File: src/rtl/watch_pkg.sv
package watch_pkg;
  localparam int REG_DW = 32;
  localparam int SLOT_WORDS = 8;

  typedef enum logic [2:0] {
    SEL_FIRST   = 3'd0,
    SEL_LAST    = 3'd1,
    SEL_KIND    = 3'd2,
    SEL_CLMASK  = 3'd3,
    SEL_CAPCL   = 3'd4,
    SEL_CAPADDR = 3'd5,
    SEL_CAPINFO = 3'd6,
    SEL_ACK     = 3'd7
  } slot_sel_e;

  localparam logic [1:0] GLB_MASK   = 2'd0;
  localparam logic [1:0] GLB_STATUS = 2'd1;
  localparam logic [1:0] GLB_ACK    = 2'd2;
endpackage

File: src/rtl/watch_slot.sv
module watch_slot
  import watch_pkg::*;
#(
  parameter int ADDR_W      = 32,
  parameter int NUM_CLIENTS = 14,
  parameter int CID_W       = 4,
  parameter int SIZE_W      = 3
) (
  input  logic              clk,
  input  logic              rst_n,
  input  logic              cfg_we,
  input  slot_sel_e         cfg_sel,
  input  logic [REG_DW-1:0] cfg_wdata,
  input  logic              acc_valid,
  input  logic [ADDR_W-1:0] acc_addr,
  input  logic [CID_W-1:0]  acc_client,
  input  logic              acc_write,
  input  logic [SIZE_W-1:0] acc_size,
  output logic              hit,
  input  slot_sel_e         rd_sel,
  output logic [REG_DW-1:0] rd_data
);
  logic [ADDR_W-1:0]      first_q, last_q;
  logic [1:0]             kind_q;
  logic [NUM_CLIENTS-1:0] clmask_q;
  logic                   cap_v;
  logic [NUM_CLIENTS-1:0] cap_cl;
  logic [ADDR_W-1:0]      cap_addr;
  logic                   cap_wr;
  logic [CID_W-1:0]       cap_first;
  logic [SIZE_W-1:0]      cap_size;
  logic [NUM_CLIENTS-1:0] client_oh;
  logic                   in_range, kind_ok, ack;

  for (genvar c = 0; c < NUM_CLIENTS; c++) begin : g_client_hot
    assign client_oh[c] = (acc_client == CID_W'(c));
  end

  assign in_range = (acc_addr >= first_q) && (acc_addr <= last_q);
  assign kind_ok  = acc_write ? kind_q[1] : kind_q[0];
  assign hit      = acc_valid && in_range && kind_ok && ((client_oh & clmask_q) != '0);
  assign ack      = cfg_we && (cfg_sel == SEL_ACK);

  always_ff @(posedge clk) begin
    if (!rst_n) begin
      first_q  <= '0;
      last_q   <= '0;
      kind_q   <= '0;
      clmask_q <= '0;
    end else if (cfg_we) begin
      case (cfg_sel)
        SEL_FIRST:  first_q  <= cfg_wdata[ADDR_W-1:0];
        SEL_LAST:   last_q   <= cfg_wdata[ADDR_W-1:0];
        SEL_KIND:   kind_q   <= cfg_wdata[1:0];
        SEL_CLMASK: clmask_q <= cfg_wdata[NUM_CLIENTS-1:0];
        default: ;
      endcase
    end
  end

  always_ff @(posedge clk) begin
    if (!rst_n) begin
      cap_v     <= 1'b0;
      cap_cl    <= '0;
      cap_addr  <= '0;
      cap_wr    <= 1'b0;
      cap_first <= '0;
      cap_size  <= '0;
    end else if (hit) begin
      if (!cap_v || ack) begin
        cap_v     <= 1'b1;
        cap_cl    <= client_oh;
        cap_addr  <= acc_addr;
        cap_wr    <= acc_write;
        cap_first <= acc_client;
        cap_size  <= acc_size;
      end else begin
        cap_cl <= cap_cl | client_oh;
      end
    end else if (ack) begin
      cap_v     <= 1'b0;
      cap_cl    <= '0;
      cap_addr  <= '0;
      cap_wr    <= 1'b0;
      cap_first <= '0;
      cap_size  <= '0;
    end
  end

  always_comb begin
    rd_data = '0;
    case (rd_sel)
      SEL_FIRST:   rd_data[ADDR_W-1:0]      = first_q;
      SEL_LAST:    rd_data[ADDR_W-1:0]      = last_q;
      SEL_KIND:    rd_data[1:0]             = kind_q;
      SEL_CLMASK:  rd_data[NUM_CLIENTS-1:0] = clmask_q;
      SEL_CAPCL:   rd_data[NUM_CLIENTS-1:0] = cap_cl;
      SEL_CAPADDR: rd_data[ADDR_W-1:0]      = cap_addr;
      SEL_CAPINFO: begin
        rd_data[31]           = cap_v;
        rd_data[8 +: SIZE_W]  = cap_size;
        rd_data[4 +: CID_W]   = cap_first;
        rd_data[0]            = cap_wr;
      end
      default: rd_data = '0;
    endcase
  end

  a_r2_foreign_client: assert property (@(posedge clk) disable iff (!rst_n)
    (int'(acc_client) >= NUM_CLIENTS) |-> !hit);
  a_r3_fresh_capture: assert property (@(posedge clk) disable iff (!rst_n)
    (!cap_v && hit) |=> (cap_v && cap_addr == $past(acc_addr) && cap_first == $past(acc_client)));
  a_r4_fields_hold: assert property (@(posedge clk) disable iff (!rst_n)
    (cap_v && hit && !ack) |=> ($stable(cap_addr) && $stable(cap_first) && $stable(cap_size) && $stable(cap_wr)));
  a_r4_client_or: assert property (@(posedge clk) disable iff (!rst_n)
    (cap_v && hit && !ack) |=> (cap_cl == ($past(cap_cl) | $past(client_oh))));
  a_r5_ack_clears: assert property (@(posedge clk) disable iff (!rst_n)
    (ack && !hit) |=> (!cap_v && cap_cl == '0 && cap_addr == '0));
endmodule

File: src/rtl/watch_irq.sv
module watch_irq #(
  parameter int NUM_WP = 4
) (
  input  logic              clk,
  input  logic              rst_n,
  input  logic [NUM_WP-1:0] hit_vec,
  input  logic              mask_we,
  input  logic [NUM_WP-1:0] mask_wdata,
  input  logic              ack_we,
  input  logic [NUM_WP-1:0] ack_wdata,
  output logic [NUM_WP-1:0] mask_q,
  output logic [NUM_WP-1:0] status,
  output logic              irq
);
  logic [NUM_WP-1:0] pend_q;
  logic [NUM_WP-1:0] clr_bits;

  assign clr_bits = ack_we ? ack_wdata : '0;

  always_ff @(posedge clk) begin
    if (!rst_n) begin
      pend_q <= '0;
      mask_q <= '0;
    end else begin
      pend_q <= (pend_q & ~clr_bits) | hit_vec;
      if (mask_we) mask_q <= mask_wdata;
    end
  end

  assign status = pend_q & mask_q;
  assign irq    = |status;

  a_r6_hit_sets: assert property (@(posedge clk) disable iff (!rst_n)
    (hit_vec != '0) |=> ((pend_q & $past(hit_vec)) == $past(hit_vec)));
  a_r7_ack_clears: assert property (@(posedge clk) disable iff (!rst_n)
    ack_we |=> ((pend_q & $past(ack_wdata & ~hit_vec)) == '0));
  a_r7_zero_keeps: assert property (@(posedge clk) disable iff (!rst_n)
    (!ack_we && hit_vec == '0) |=> $stable(pend_q));
  a_r8_masked_quiet: assert property (@(posedge clk) disable iff (!rst_n)
    (mask_q == '0) |-> !irq);
endmodule

File: src/rtl/watch_unit.sv
module watch_unit
  import watch_pkg::*;
#(
  parameter int NUM_WP      = 4,
  parameter int NUM_CLIENTS = 14,
  parameter int ADDR_W      = 32,
  parameter int SIZE_W      = 3,
  localparam int CID_W      = $clog2(NUM_CLIENTS),
  localparam int REG_AW     = $clog2(NUM_WP * SLOT_WORDS * 2)
) (
  input  logic              clk,
  input  logic              rst_n,
  input  logic              reg_we,
  input  logic [REG_AW-1:0] reg_addr,
  input  logic [REG_DW-1:0] reg_wdata,
  output logic [REG_DW-1:0] reg_rdata,
  input  logic              acc_valid,
  input  logic [ADDR_W-1:0] acc_addr,
  input  logic [CID_W-1:0]  acc_client,
  input  logic              acc_write,
  input  logic [SIZE_W-1:0] acc_size,
  output logic              irq
);
  localparam int GLB_BASE = NUM_WP * SLOT_WORDS;
  localparam int SID_W    = REG_AW - 3;

  logic [SID_W-1:0]  slot_id;
  slot_sel_e         word_sel;
  logic              in_slots, in_glb;
  logic [1:0]        glb_off;
  logic [NUM_WP-1:0] hit_vec, mask_q, status;
  logic [REG_DW-1:0] slot_rd [NUM_WP];

  assign slot_id  = reg_addr[REG_AW-1:3];
  assign word_sel = slot_sel_e'(reg_addr[2:0]);
  assign in_slots = (reg_addr < REG_AW'(GLB_BASE));
  assign in_glb   = (reg_addr >= REG_AW'(GLB_BASE)) && (reg_addr < REG_AW'(GLB_BASE + 4));
  assign glb_off  = reg_addr[1:0];

  for (genvar k = 0; k < NUM_WP; k++) begin : g_slot
    logic sel_k;
    assign sel_k = in_slots && (slot_id == SID_W'(k));
    watch_slot #(
      .ADDR_W(ADDR_W), .NUM_CLIENTS(NUM_CLIENTS), .CID_W(CID_W), .SIZE_W(SIZE_W)
    ) u_slot (
      .clk        (clk),
      .rst_n      (rst_n),
      .cfg_we     (reg_we && sel_k),
      .cfg_sel    (word_sel),
      .cfg_wdata  (reg_wdata),
      .acc_valid  (acc_valid),
      .acc_addr   (acc_addr),
      .acc_client (acc_client),
      .acc_write  (acc_write),
      .acc_size   (acc_size),
      .hit        (hit_vec[k]),
      .rd_sel     (word_sel),
      .rd_data    (slot_rd[k])
    );
  end

  watch_irq #(.NUM_WP(NUM_WP)) u_irq (
    .clk        (clk),
    .rst_n      (rst_n),
    .hit_vec    (hit_vec),
    .mask_we    (reg_we && in_glb && glb_off == GLB_MASK),
    .mask_wdata (reg_wdata[NUM_WP-1:0]),
    .ack_we     (reg_we && in_glb && glb_off == GLB_ACK),
    .ack_wdata  (reg_wdata[NUM_WP-1:0]),
    .mask_q     (mask_q),
    .status     (status),
    .irq        (irq)
  );

  always_comb begin
    reg_rdata = '0;
    if (in_slots) begin
      for (int k = 0; k < NUM_WP; k++)
        if (slot_id == SID_W'(k)) reg_rdata = slot_rd[k];
    end else if (in_glb) begin
      case (glb_off)
        GLB_MASK:   reg_rdata[NUM_WP-1:0] = mask_q;
        GLB_STATUS: reg_rdata[NUM_WP-1:0] = status;
        default:    reg_rdata = '0;
      endcase
    end
  end

  a_r8_irq_follows_status: assert property (@(posedge clk) disable iff (!rst_n)
    irq |-> (status != '0));
  a_r9_ack_reads_zero: assert property (@(posedge clk) disable iff (!rst_n)
    (in_slots && word_sel == SEL_ACK) |-> (reg_rdata == '0));
endmodule

File: config.mk
export PLATFORM = sky130hd
export DESIGN_NAME = watch_unit
export DESIGN_NICKNAME = d
export VERILOG_FILES = /design/src/rtl/watch_pkg.sv /design/src/rtl/watch_slot.sv /design/src/rtl/watch_irq.sv /design/src/rtl/watch_unit.sv
export SDC_FILE = /design/constraint.sdc
export NUM_CORES = 2
export LEC_CHECK = 0
export ABC_CLOCK_PERIOD_IN_PS = 7600
export BUFFER_PORTS_ARGS = -buffer_cell sky130_fd_sc_hd__buf_2
export CORE_MARGIN = 2
export CORE_UTILIZATION = 40
export CTS_BUF_LIST = sky130_fd_sc_hd__clkbuf_4
export DETAILED_ROUTE_END_ITERATION = 10
export MAX_ROUTING_LAYER = met4
export SETUP_SLACK_MARGIN = 0.02
export SKIP_LAST_GASP = 1
export SYNTH_ARGS = -nofsm -noshare
export SYNTH_HDL_FRONTEND = slang
export SYNTH_SLANG_ARGS = --single-unit
File: constraint.sdc
create_clock -name clk -period 7.6 [get_ports clk]
set_input_delay 1.14 -clock clk [delete_from_list [all_inputs] [get_ports clk]]
set_output_delay 1.14 -clock clk [all_outputs]
set_load 0.01 [all_outputs]
; ---- After elaboration in Yosys (flattened, before gate mapping)
; Cells that the tools add are included.
[classes]
n_lt_le_gt_ge = 11
n_eq_ne = 29
n_reduce_logical = 73
n_mux = 108
bitwise_logic = 12
[op_table]
columns = operator, count
row1 = $mux W32, 17
row2 = $pmux W17 S3, 4
row3 = $mux W14, 12
row4 = $pmux W7 S6, 4
row5 = $ge A32 B32 Y1, 4
row6 = $le A32 B32 Y1, 4
row7 = $pmux W3 S5, 4
row8 = $and A14 B14 Y14, 4
row9 = $mux W4, 14
row10 = $or A14 B14 Y14, 4
row11 = $reduce_bool A14 Y1, 4
row12 = $pmux W2 S5, 4
row13 = $reduce_and A2 Y1, 20
row14 = $mux W3, 12
row15 = $logic_and A1 B1 Y1, 32
row16 = $pmux W1 S7, 4
row17 = $eq A4 B4 Y1 const B, 6
row18 = $mux W1, 24
row19 = $pmux W1 S6, 4
row20 = $eq A4 B3 Y1 const B, 4
row21 = $pmux W1 S4, 4
row22 = $eq A3 B2 Y1 const B, 4
row23 = $eq A3 B3 Y1 const B, 4
row24 = $lt A6 B6 Y1 const B, 2
row25 = other kinds (18), 34
[word_totals]
register_bits = 548

; ---- Logic depth before layout (Yosys ltp)
[logic_depth]
word_depth = 8
depth_mapped = 11
ltp_nobuf = 9

; ---- Modules after synthesis
; A second synthesis with hierarchy kept.
[unflattened]
cells_unflattened = 3821
area_unflattened_um2 = 32276.0
[by_module_without_submodules]
columns = module, seq_area_each_um2, area_each_um2, n_inst, cells_each
row1 = watch_slot at g_slot[0].u_slot ..., 2702.6, 7688.6, 3, 919
row2 = watch_slot at g_slot[3].u_slot, 2702.6, 7724.9, 1, 929
row3 = watch_unit, 0.0, 1157.4, 1, 101
row4 = watch_irq, 160.2, 327.8, 1, 34

; ---- Worst setup path before layout
; Ideal clock, no wire load.
[synth_path]
kind = input-to-output
start = input port reg_addr[2]
end = output port reg_rdata[2]
path_buffers = 5
setup_slack_ps = 3515
cell_stages = 9
t_arrival_ps = 2945
cell_sequence = buf_2 buf_2 buf_1 buf_2 clkbuf_1 a31oi_1 o21ai_0 nand3_1 o22ai_1
[synth_via]
elab_chain_cells = 7
elab_cells_between_ends = 19
classes_between = order compare (3) / eq/ne (4) / mux (10) / reduce/logical (2)
[synth_lines]
columns = item, line_no
row1 = "start, declared", watch_unit.sv:14  ; input logic [REG_AW-1:0] reg_addr,
row2 = $eq A3 B3 Y1 (tied with other cells), watch_slot.sv:92  ; case (rd_sel)
row3 = $pmux W2 S5, watch_slot.sv:92
row4 = $mux W32 (4 in a row), watch_unit.sv:79  ; if (slot_id == SID_W'(k)) reg_rdata = slot_rd[k];
row5 = $mux W32 *, watch_unit.sv:77  ; if (in_slots) begin
row6 = "end, declared", watch_unit.sv:16  ; output logic [REG_DW-1:0] reg_rdata,
; Every way passes the cells marked *; elsewhere a longest branch is shown, timed or not.

; ---- Final worst setup path
[layout_path]
start = input port reg_addr[0]
end = output port reg_rdata[1]
[layout_via]
elab_chain_cells = 7
elab_cells_between_ends = 23
classes_between = order compare (3) / eq/ne (6) / mux (11) / reduce/logical (3)
[layout_lines]
columns = item, line_no
row1 = $eq A3 B3 Y1 (tied with other cells), watch_slot.sv:92
row2 = $pmux W1 S6, watch_slot.sv:92
row3 = $mux W32 (4 in a row), watch_unit.sv:79
row4 = $mux W32 *, watch_unit.sv:77
; Marked as above.

==> parameters.txt <==
Parameter                              Value

Worst setup path
  Critical path cell sequence ... buf_4, inv_4, nor3_2, buf_4, a22oi_1, a31oi_1, o21ai_0, o32ai_1, buf_2
  Startpoint Class ... input pin
  R2R depth ... 10
  Critical path class ... in2out
  Worst setup slack for register-to-register paths ... ~3.1 ns
  Endpoint of the worst-slack reg-to-reg timing path ... g_slot[3].u_slot.cap_cl[13]$_SDFFE_PN0P_
  Reg2Reg Launch Point ... g_slot[3].u_slot.last_q[11]$_SDFFE_PN0P_
  Crit path arrival time ... 4.38 ns
  Worst-path fanout max ... 47
  Required time at the endpoint of the critical path ... 6.46 ns
  Highest-delay cell along the critical path ... sky130_fd_sc_hd__nor3_2
  Most frequent cell on the critical path ... sky130_fd_sc_hd__buf_4
  Endpoint kind of the worst setup timing path ... output pin
  Largest stage delay on the critical path ... 0.70 ns

Yosys
  Netlist area before placement ... 31,560 sq um
  Proportion of netlist area held by the largest area contributor ... 0.3477
  Post-synthesis async set-or-reset flop share ... 0
  Total nets after synthesis ... 4,145
  Post-synth cell types ... 79
  Most used flip-flop cell after synthesis ... sky130_fd_sc_hd__dfxtp_1
  Post-synthesis sequential area ratio ... 0.3477
  Main combinational cell family by area after synthesis ... compound AO/OA/AOI/OAI gates
  Number of warnings reported in the yosys synthesis log ... 0
  Mux share of post-synthesis cell area ... 0.05262
  Synth Area per Inst ... 8.289 sq um
  Yosys reg bits ... 548
  Adder-cell share of the synthesized area ... 0.1015
  Number of enable-type register cells in the synthesized netlist ... 0
  Largest area contributor in the netlist ... sky130_fd_sc_hd__dfxtp_1
  Cell count after synthesis ... 3,807
  Basic-gate share of the synthesized area counting and, or, nand and nor cells ... 0.1593
  Leading post-synthesis cells by cell area ... sky130_fd_sc_hd__dfxtp_1, sky130_fd_sc_hd__ha_1, sky130_fd_sc_hd__nand2_1, sky130_fd_sc_hd__a21boi_0, sky130_fd_sc_hd__a32o_1
  Top cells by count, synth ... sky130_fd_sc_hd__nand2_1, sky130_fd_sc_hd__dfxtp_1, sky130_fd_sc_hd__a21boi_0
  XOR/XNOR share of the synthesized area ... 0
  Library cell with the highest instance count after synthesis ... sky130_fd_sc_hd__nand2_1
  Post-synthesis compound-gate area fraction ... 0.2605

Timing
  Measured slew at the worst slew-check pin ... roughly 1.3 ns
  Pins Over Slew Limit ... 0
  Unrepaired setup endpoints after global routing ... no
  Relative slew slack ... 0.1463
  Fmax ... 181.2 MHz
  Share of the clock period used by the worst path after layout ... 0.7261
  Final Hold Slack ... 0.4183 ns
  Final Setup Violations ... 0
  Final Skew ... 0.07699 ns
  Final hold viol count ... 0
  Final period demand of the worst path ... 5.518 ns
  Setup_tns ... 0 ns

GRT
  Number of global-route vias before repair ... between 20,000 and 30,000
  Initial antenna violation count ... 8
  Aggregate global-route resource usage ... 0.3378
  Pin count of the biggest net entering global routing ... 148
  GRT overflow ... 0
  Global-route wire length before repair ... 197.4 mm

Drt
  Average via count per standard cell ... roughly 6
  Number of iterations in the first detailed-routing pass ... 6
  Detailed-route wire length per cell ... 27.24 um
  Total wirelength of the detailed-routed design ... 136.0 mm
  Routed vias ... 29,970
  Remaining design rule violation count ... 0
  Violation count after the first detailed-routing iteration ... 3,392
  DRT antenna net count ... 0

Worst hold path
  Origin of the worst min-delay path ... reg_wdata[15]
  Depth of the worst hold-timing path ... 3
  Min-delay worst type ... in2reg
  Worst min-delay path endpoint ... g_slot[0].u_slot.first_q[15]$_SDFFE_PN0P_

Placement
  Half-perimeter wire length after detailed placement ... ~90 mm
  PortBufs ... ~110
  Final Wtd Congestion ... 1.010
  Post-detailed-placement cell area ... 32,580 sq um

Cells and area
  Fraction of layout instances using a drive strength above 1 ... 0.1181
  Non-Filler Cell Area, Final ... 34,580 sq um
  Area added between synthesis and finish ... 9.580%
  Number of nets in the layout ... 4,169
  # fillers ... 7,826
  Core utilization of the finished layout ... 0.4449

Floorplan
  Starting density of the core ... 0.4060
  Vertical die dimension ... 284.9 um
  Die X-Extent ... 284.9 um
  Floorplan die area ... 81,150 sq um
  Top-level port count ... 115
  Floorplan row count ... a little over 100
  Area of the core ... 77,720 sq um

Clock network
  Clk buf depth ... 3
  Clock sink count ... about 550
  Clock tree from TritonCTS ... built
  Setup repair bufs after CTS ... 0
  Count of instances resized after the clock tree is built ... 0
  Root Driver ... sky130_fd_sc_hd__clkbuf_4
  Number of buffers created by CTS ... 154
  Total of hold buffers inserted after clock tree synthesis ... 0
  Skew-Pair Late Insertion Delay ... 1.07 ns
  Total number of H-tree levels ... 4
  Clock-pin slew on the worst setup and hold paths ... 0.07 ns

Power
  Leakage power ... 12.52 nW
  Power density over the cells ... 185.5 nW/um^2
  Maximum vdd drop ... 0.1224 mV

Job
  Total of max-cap violations ... 0

Status
  Outcome ... completed
==> cell usage in the layout (no fill, tap or decap), drive strengths merged, types with 10 or more instances in the layout <==
cell type and instances:
a211o 21, nor2 143, a221o 19, diode 13, o221ai 10, a31oi 10
a32o 118, and2 11, o211ai 17, mux2 13, and3 45, nand4 44
clkbuf 220, nor3 24, and4 11, ha 256, buf 164, mux2i 113
nand2 791, a21oi 188, nor2b 23, a21o 23, inv 285, a2bb2o 14
mux4 17, clkinv 36, nand3 44, o21a 10, dfxtp 548, a221oi 34
a22oi 30, o22ai 31, a22o 97, o21ai 102, a21boi 326
==> how the worst max path moves through the flow <==
| stage | startpoint | end |
|---|---|---|
| 3_5_place_dp | reg_addr[0] | reg_rdata[1] |
| 5_1_grt | reg_addr[0] | reg_rdata[1] |
| 6_report | reg_addr[0] | reg_rdata[1] |
| 2_1_floorplan | reg_addr[2] | reg_rdata[2] |
| 3_3_place_gp | reg_addr[0] | reg_rdata[1] |
| 4_1_cts | reg_addr[0] | reg_rdata[1] |
==> cell type report <==
class | count | area (sq um) | area share
tap | 1040 | 1301 | 0.03763
clock buffer | 220 | 1652 | 0.04776
timing repair buffer | 164 | 1006 | 0.02909
sequential | 548 | 10970 | 0.3173
multi-input combinational | 2681 | 18240 | 0.5276
clock inverter | 44 | 311.5 | 0.009010
inverter | 282 | 1061 | 0.03068
antenna | 13 | 32.53 | 0.0009408
==> layer usage <==
layer / track usage / part of all wire
met5: - / 0
met4: 0.1920 / 0.065
met3: 0.07216 / 0.091
met2: 0.5193 / 0.45
met1: 0.4097 / 0.40
==> worst max-delay path: cells and delay by family <==
family,cells,cell delay (ns)
buffers and inverters,4,1.49
AND/OR/NAND/NOR,1,0.70
AO/OA/AOI/OAI,4,0.96
==> cells by family (layout without fill, tap and decap cells) <==
kind of cell | count (synthesis) | after routing
mux | 143 | 143
fa+ha+maj | 256 | 256
other cells | 0 | 13
compound gates | 1104 | 1104
simple gates | 1178 | 1178
buf+inv | 578 | 710
flops | 548 | 548
==> per-stage QoR <==
step	total power, mW	setup WS, ns	std cells
final	6.413	2.082	4992
after global routing	6.643	2.016	4989
after CTS	6.417	2.213	4979
after detailed placement	3.585	2.227	4715
after global placement	3.583	2.238	4715
after floorplan	3.328	3.515	3807
==> sequential cells by signal, summed over array words and instances, names as in the netlist <==
name and flops:
g_slot.u_slot.last_q 128, g_slot.u_slot.cap_addr 128, g_slot.u_slot.clmask_q 56, g_slot.u_slot.first_q 128, u_irq.mask_q 4, g_slot.u_slot.cap_cl 56, g_slot.u_slot.cap_size 12, u_irq.pend_q 4
g_slot.u_slot.cap_wr 4, g_slot.u_slot.kind_q 8, g_slot.u_slot.cap_v 4, g_slot.u_slot.cap_first 16
==> power by group <==
| group | internal (mW) | switching (mW) |
|---|---|---|
| Sequential | 2.88 | 0.00799 |
| Combinational | 0.190 | 0.465 |
| Clock | 1.49 | 1.38 |
Power figures use the tool's default switching activity.
